===== config.mk =====
export PLATFORM = sky130hd
export DESIGN_NAME = nco_dither
export DESIGN_NICKNAME = d
export VERILOG_FILES = /design/src/rtl/nco_dither_pkg.sv /design/src/rtl/nco_dither_seq.sv /design/src/rtl/nco_dither_word.sv /design/src/rtl/nco_phase_acc.sv /design/src/rtl/nco_dither.sv
export SDC_FILE = /design/constraint.sdc
export NUM_CORES = 1
export LEC_CHECK = 0
export ABC_AREA = 1
export BUFFER_PORTS_ARGS = -buffer_cell sky130_fd_sc_hd__buf_2
export CORE_MARGIN = 8
export CORE_UTILIZATION = 50
export CTS_CLUSTER_DIAMETER = 100
export DETAILED_ROUTE_END_ITERATION = 7
export PLACE_DENSITY = 0.7
export SETUP_SLACK_MARGIN = 0.3
export SYNTH_ARGS = -nofsm -noshare
export SYNTH_HDL_FRONTEND = slang
export SYNTH_SLANG_ARGS = --single-unit
export TNS_END_PERCENT = 10

===== constraint.sdc =====
create_clock -name clk -period 4.9 [get_ports clk]
set_clock_uncertainty 0.15 [all_clocks]
set_input_delay 0.49 -clock clk [delete_from_list [all_inputs] [get_ports clk]]
set_output_delay 0.49 -clock clk [all_outputs]
set_load 0.1 [all_outputs]

===== src/rtl/nco_dither_pkg.sv =====
package nco_dither_pkg;

    // Phase of the dither pattern; selects the applied word.
    typedef enum logic [1:0] {
        PH_LOAD = 2'd0,
        PH_HIGH = 2'd1,
        PH_LOW  = 2'd2
    } dither_state_t;

endpackage


===== src/rtl/nco_dither_seq.sv =====
module nco_dither_seq
    import nco_dither_pkg::*;
#(
    parameter int ACC_W  = 48,
    parameter int FRAC_W = 16,
    localparam int REQ_W = ACC_W + FRAC_W
) (
    input  logic                clk,
    input  logic                rst_n,
    input  logic [REQ_W-1:0]    freq_req,
    output dither_state_t       state_o,
    output logic [FRAC_W-1:0]   cnt_o,
    output logic [ACC_W-1:0]    base_o,
    output logic [FRAC_W-1:0]   frac_o
);

    localparam logic [FRAC_W-1:0] CNT_MAX = {FRAC_W{1'b1}};
    localparam logic [FRAC_W-1:0] CNT_ONE = {{(FRAC_W-1){1'b0}}, 1'b1};

    dither_state_t      state_q, state_d;
    logic [FRAC_W-1:0]  cnt_q, cnt_d, cnt_inc;
    logic [ACC_W-1:0]   base_q, base_d;
    logic [FRAC_W-1:0]  frac_q, frac_d;
    logic [ACC_W-1:0]   req_base;
    logic [FRAC_W-1:0]  req_frac;
    logic               period_end;
    logic               take_req;

    assign req_base   = freq_req[REQ_W-1:FRAC_W];
    assign req_frac   = freq_req[FRAC_W-1:0];
    assign cnt_inc    = cnt_q + CNT_ONE;
    assign period_end = (state_q != PH_LOAD) && (cnt_q == CNT_MAX);
    assign take_req   = (state_q == PH_LOAD) || period_end;

    // Next-state and datapath decisions.
    always_comb begin
        state_d = state_q;
        unique case (state_q)
            PH_LOAD: state_d = (req_frac != '0) ? PH_HIGH : PH_LOW;
            PH_HIGH: begin
                if (period_end)
                    state_d = (req_frac != '0) ? PH_HIGH : PH_LOW;
                else if (cnt_inc == frac_q)
                    state_d = PH_LOW;
                else
                    state_d = PH_HIGH;
            end
            PH_LOW: begin
                if (period_end)
                    state_d = (req_frac != '0) ? PH_HIGH : PH_LOW;
                else
                    state_d = PH_LOW;
            end
            default: state_d = PH_LOAD;
        endcase

        cnt_d  = (state_q == PH_LOAD) ? '0 : cnt_inc;
        base_d = take_req ? req_base : base_q;
        frac_d = take_req ? req_frac : frac_q;
    end

    // State and setting registers.
    always_ff @(posedge clk or negedge rst_n) begin
        if (!rst_n) begin
            state_q <= PH_LOAD;
            cnt_q   <= '0;
            base_q  <= '0;
            frac_q  <= '0;
        end else begin
            state_q <= state_d;
            cnt_q   <= cnt_d;
            base_q  <= base_d;
            frac_q  <= frac_d;
        end
    end

    assign state_o = state_q;
    assign cnt_o   = cnt_q;
    assign base_o  = base_q;
    assign frac_o  = frac_q;

endmodule


===== src/rtl/nco_dither_word.sv =====
module nco_dither_word
    import nco_dither_pkg::*;
#(
    parameter int ACC_W = 48
) (
    input  dither_state_t     state_i,
    input  logic [ACC_W-1:0]  base_i,
    output logic [ACC_W-1:0]  tune_o
);

    localparam logic [ACC_W-1:0] ONE = {{(ACC_W-1){1'b0}}, 1'b1};

    // Output process: word applied by phase.
    always_comb begin
        unique case (state_i)
            PH_HIGH: tune_o = base_i + ONE;
            PH_LOW:  tune_o = base_i;
            PH_LOAD: tune_o = '0;
            default: tune_o = '0;
        endcase
    end

endmodule


===== src/rtl/nco_phase_acc.sv =====
module nco_phase_acc #(
    parameter int ACC_W = 48
) (
    input  logic              clk,
    input  logic              rst_n,
    input  logic [ACC_W-1:0]  step_i,
    output logic [ACC_W-1:0]  acc_o,
    output logic              carry_o
);

    logic [ACC_W:0] sum;

    assign sum = {1'b0, acc_o} + {1'b0, step_i};

    always_ff @(posedge clk or negedge rst_n) begin
        if (!rst_n) begin
            acc_o   <= '0;
            carry_o <= 1'b0;
        end else begin
            acc_o   <= sum[ACC_W-1:0];
            carry_o <= sum[ACC_W];
        end
    end

endmodule


===== src/rtl/nco_dither.sv =====
module nco_dither
    import nco_dither_pkg::*;
#(
    parameter int ACC_W  = 48,
    parameter int FRAC_W = 16,
    localparam int REQ_W = ACC_W + FRAC_W
) (
    input  logic              clk,
    input  logic              rst_n,
    input  logic [REQ_W-1:0]  freq_req,
    output logic [ACC_W-1:0]  tune_o,
    output logic [ACC_W-1:0]  acc_o,
    output logic              carry_o,
    output logic              square_o
);

    dither_state_t      st;
    logic [FRAC_W-1:0]  pwm_cnt;
    logic [ACC_W-1:0]   base_q;
    logic [FRAC_W-1:0]  frac_q;

    nco_dither_seq #(
        .ACC_W  (ACC_W),
        .FRAC_W (FRAC_W)
    ) u_seq (
        .clk      (clk),
        .rst_n    (rst_n),
        .freq_req (freq_req),
        .state_o  (st),
        .cnt_o    (pwm_cnt),
        .base_o   (base_q),
        .frac_o   (frac_q)
    );

    nco_dither_word #(
        .ACC_W (ACC_W)
    ) u_word (
        .state_i (st),
        .base_i  (base_q),
        .tune_o  (tune_o)
    );

    nco_phase_acc #(
        .ACC_W (ACC_W)
    ) u_acc (
        .clk     (clk),
        .rst_n   (rst_n),
        .step_i  (tune_o),
        .acc_o   (acc_o),
        .carry_o (carry_o)
    );

    assign square_o = acc_o[ACC_W-1];

endmodule


==> impl_metrics.csv <==
group,metric,value,unit
status,outcome,"finished, final reports clean",
detailed_routing,drc,0,
yosys,main_combinational_cell_family_by_area_after_synthesis,"simple AND/OR/NAND/NOR gates",
floorplanning,dieWidth,159.4,µm
detailed_routing,drt_pass1_iterations,8,
sta,fin_crit,4.345,ns
clock_network,tritoncts,"built",
final_layout,nets_finish,1825,
sta,report.final.setup_viol,0,
global_routing,grt_pass1_vias,10890,
detailed_routing,detail_route.vias_per_cell,5.743,
clock_network,cts_max_level,4,
yosys,synth_sequential_area_ratio,0.3188,
global_routing,grt_start_max_net_pins,108,
floorplanning,die_area,25410,µm²
detailed_routing,drt_wl_total,39550,µm
run,drv_cap,0,
detailed_routing,count_of_nets_left_with_antenna_violations_after_detail_routing,0,
clock_network,tritoncts.num_buffers,17,
floorplanning,io_pins,164,
placement,gp_congestion,1.028,
global_routing,antenna_found_initial,0,
detailed_routing,initialDrtViolationCount,1281,
yosys,fraction_of_registers_with_async_set_reset,1.000,
yosys,postSynthNetCount,1664,
critical_path,timing.setup.critical_path_class,"reg -> reg",
final_layout,layout.cells.most_common_list,"420 x sky130_fd_sc_hd__nand2_1, 174 x sky130_fd_sc_hd__inv_1, 166 x sky130_fd_sc_hd__nor2_1",
clock_network,cts.root.buffer_cell,"sky130_fd_sc_hd__clkbuf_16",
sta,slew_violations,0,
critical_path,timing.critical_path.from_type,"flip-flop",
min_path,min_path_type,"in -> reg",
critical_path,worst_ep_required,5.07,ns
sta,fraction_of_the_cycle_the_final_worst_path_needs,0.8867,
floorplanning,initial_utilization,0.5082,
yosys,synth-compound-area-share,0.1512,
final_layout,layout.cells.most_common,"sky130_fd_sc_hd__nand2_1",
floorplanning,row_count,52,
global_routing,grt_pass1_wl,61080,µm
critical_path,crit_path_end_kind,"flip-flop",
sta,achievable-frequency,230.2,MHz
sta,timing.setup.tns,0,ns
sta,holdWs,0.1159,ns
sta,tightestPinTransition,0.9697,ns
final_layout,post_route_cells_drive_above_1_share,0.1427,
final_layout,n_antenna_cell,0,
pwr,power.density_cell_area,638.2,nW/µm²
yosys,synth.lib_cells_used.distinct,47,
floorplanning,core_region_area,20230,µm²
sta,slew_headroom,0.3536,
detailed_routing,via_count,11410,
detailed_routing,routed_wire_length_per_instance,19.90,µm
placement,io_buffer_count,163,
global_routing,gr-usage-all-layers,0.3049,
clock_network,clkSlewWorstSetupHoldPaths,0.07,ns
yosys,synth_cells,1543,
yosys,post_synth_xor_area_fraction,0.03662,
sta,rsz_0062_raised_after_global_routing,"yes",
critical_path,path_common_cell,"sky130_fd_sc_hd__nand2_1",
global_routing,globalRoute.totalOverflow,0,
clock_network,clk-insertion-delay-late,0.43,ns
critical_path,cp.arrival,4.52,ns
yosys,edff_count_synth,0,
critical_path,critical_path_peak_fanout,35,
placement,dp_hpwl,32050,µm
floorplanning,fp.dieH,159.4,µm
yosys,netlist_area,10280,µm²
yosys,ys.flop_type,"sky130_fd_sc_hd__dfrtp_1",
yosys,synth_fa_ha_area_frac,0.06765,
yosys,syn_area_per_cell,6.665,µm²
clock_network,clock-sinks,131,
yosys,yosys.area_share.simple,0.3440,
sta,timing.final.hold_violations,0,
final_layout,area.growth.synth_to_final,17.07,%
critical_path,critPathMaxStageDelay,0.50,ns
pwr,vdd.ir_drop.worst,599.8,µV
critical_path,cp_slowest_cell,"sky130_fd_sc_hd__a21oi_1",
final_layout,final_area,12040,µm²
pwr,static-leakage-power,5.677,nW
critical_path,critical_path.cell_chain,"inv_1 -> ha_1 -> buf_4 -> nand2_1 -> a21oi_1 -> ha_1 -> a21oi_1 -> o21ai_0 -> a21oi_1 -> nand2_1 -> a21oi_1 -> o21ai_0 -> nand2_1 -> nand2_1 -> nand2_1 -> nand2_1",
yosys,yosys_warnings,0,
placement,placed_area,11440,µm²
clock_network,clk_path_buf_depth,2,
yosys,synthMuxAreaShare,0.004380,
yosys,synth_seq_cells,131,
[logic make-up (layout without fill, tap and decap cells)]
logic type	count (synthesis)	in the layout
multiplexers	4	4
AO/OA/AOI/OAI	289	289
adder cells (fa/ha/maj)	55	55
AND/OR/NAND/NOR	816	816
buffers and inverters	205	379
flip-flops	131	131
XOR/XNOR	43	43
[power breakdown]
part / switching (mW) / leakage, nW / total, mW / internal [mW]
Clock: 0.529 / 0.282 / 1.27 / 0.738
Combinational: 3.71 / 3.84 / 4.78 / 1.07
Sequential: 0.260 / 1.55 / 1.64 / 1.38
[stage by stage]
| step | cells | total power, mW | util | setup WS (ns) |
|---|---|---|---|---|
| floorplan | 1543 | 5.227 | - | 0.2626 |
| global placement | 1954 | 6.375 | 0.5655 | 0.1238 |
| detailed placement | 1954 | 6.348 | 0.5655 | 0.09178 |
| CTS | 1987 | 7.637 | 0.5945 | 0.3482 |
| global route | 1987 | 8.056 | 0.5950 | 0.2270 |
| finish | 1987 | 7.683 | 0.5950 | 0.5551 |
[metal layers]
layer  vias to the layer above  global-route usage  wire [µm]
li1                       5462                   -          -
met1                      5323              0.4009      16720
met2                       538              0.4784      17690
met3                        89             0.05817       3481
met4                         0              0.1377       1653
met5                         -                   0          0
[worst paths after layout]
path | slack [ns] | from | endpoint | cells after the start
max | 0.56 | u_seq.state_o[0] | u_acc.acc_o[35] | 16
min | 0.12 | freq_req[55] | u_seq.base_o[39] | 3
max reg2reg | 0.56 | u_seq.state_o[0] | u_acc.acc_o[35] | 16
min reg2reg | 0.36 | u_acc.acc_o[0] | u_acc.acc_o[0] | 1
max in group asynchronous | 3.18 | rst_n | u_seq.base_o[27] | 3
min in group asynchronous | 0.39 | rst_n | u_seq.frac_o[15] | 2
[state kept, by name, indices dropped and copies added (netlist names)]
signal         count
u_acc.acc_o       48
u_seq.base_o      48
u_seq.cnt_o       16
u_seq.frac_o      16
u_seq.state_o      2
u_acc.carry_o      1
[repair_timing]
item | in CTS | in global routing
gates cloned | 0 | 0
endpoints found under the hold margin | 39 | 0
resized for setup | 2 | 3
hold buffers | 1 | 0
setup endpoints to repair | 1 | 7
buffers inserted | 0 | 0
[cell usage after synthesis, types with 3 or more instances]
| master | count | share of area |
|---|---|---|
| sky130_fd_sc_hd__nor2_2 | 3 | 0.0018 |
| sky130_fd_sc_hd__buf_4 | 6 | 0.0044 |
| sky130_fd_sc_hd__o21ai_0 | 128 | 0.062 |
| sky130_fd_sc_hd__dfrtp_1 | 131 | 0.32 |
| sky130_fd_sc_hd__a21oi_1 | 114 | 0.055 |
| sky130_fd_sc_hd__nor4_1 | 18 | 0.011 |
| sky130_fd_sc_hd__nand3_1 | 115 | 0.056 |
| sky130_fd_sc_hd__clkbuf_1 | 20 | 0.0073 |
| sky130_fd_sc_hd__nor2_1 | 167 | 0.061 |
| sky130_fd_sc_hd__a211oi_1 | 4 | 0.0029 |
| sky130_fd_sc_hd__xor2_1 | 28 | 0.024 |
| sky130_fd_sc_hd__nand2_1 | 421 | 0.15 |
| sky130_fd_sc_hd__a21o_1 | 5 | 0.0037 |
| sky130_fd_sc_hd__xnor2_1 | 15 | 0.013 |
| sky130_fd_sc_hd__inv_1 | 174 | 0.064 |
| sky130_fd_sc_hd__a31oi_1 | 14 | 0.0085 |
| sky130_fd_sc_hd__nor2_4 | 3 | 0.0033 |
| sky130_fd_sc_hd__o21a_1 | 3 | 0.0022 |
| sky130_fd_sc_hd__nand2_2 | 3 | 0.0018 |
| sky130_fd_sc_hd__o21bai_1 | 6 | 0.0044 |
| sky130_fd_sc_hd__ha_1 | 54 | 0.066 |
| sky130_fd_sc_hd__nand4_1 | 41 | 0.025 |
| sky130_fd_sc_hd__nor3_1 | 32 | 0.016 |
| sky130_fd_sc_hd__buf_2 | 3 | 0.0015 |
| sky130_fd_sc_hd__mux2_2 | 4 | 0.0044 |
| sky130_fd_sc_hd__a221oi_1 | 4 | 0.0034 |
[cell type report]
type	instances	area, µm²
Clock inverter	12	105.1
Tap cell	270	337.8
Timing Repair Buffer	172	904.6
Sequential cell	131	3278
Clock buffer	20	466.7
Multi-Input combinational cell	1207	6290
Fill cell	1981	8195
Inverter	175	656.9
[critical path, delay by kind of cell (launching register included)]
family	cells	cell delay, ns
flops	1	0.40
buf+inv	2	0.58
compound gates	6	1.77
simple gates	6	0.44
fa+ha+maj	2	0.89
Power figures use the tool's default switching activity.
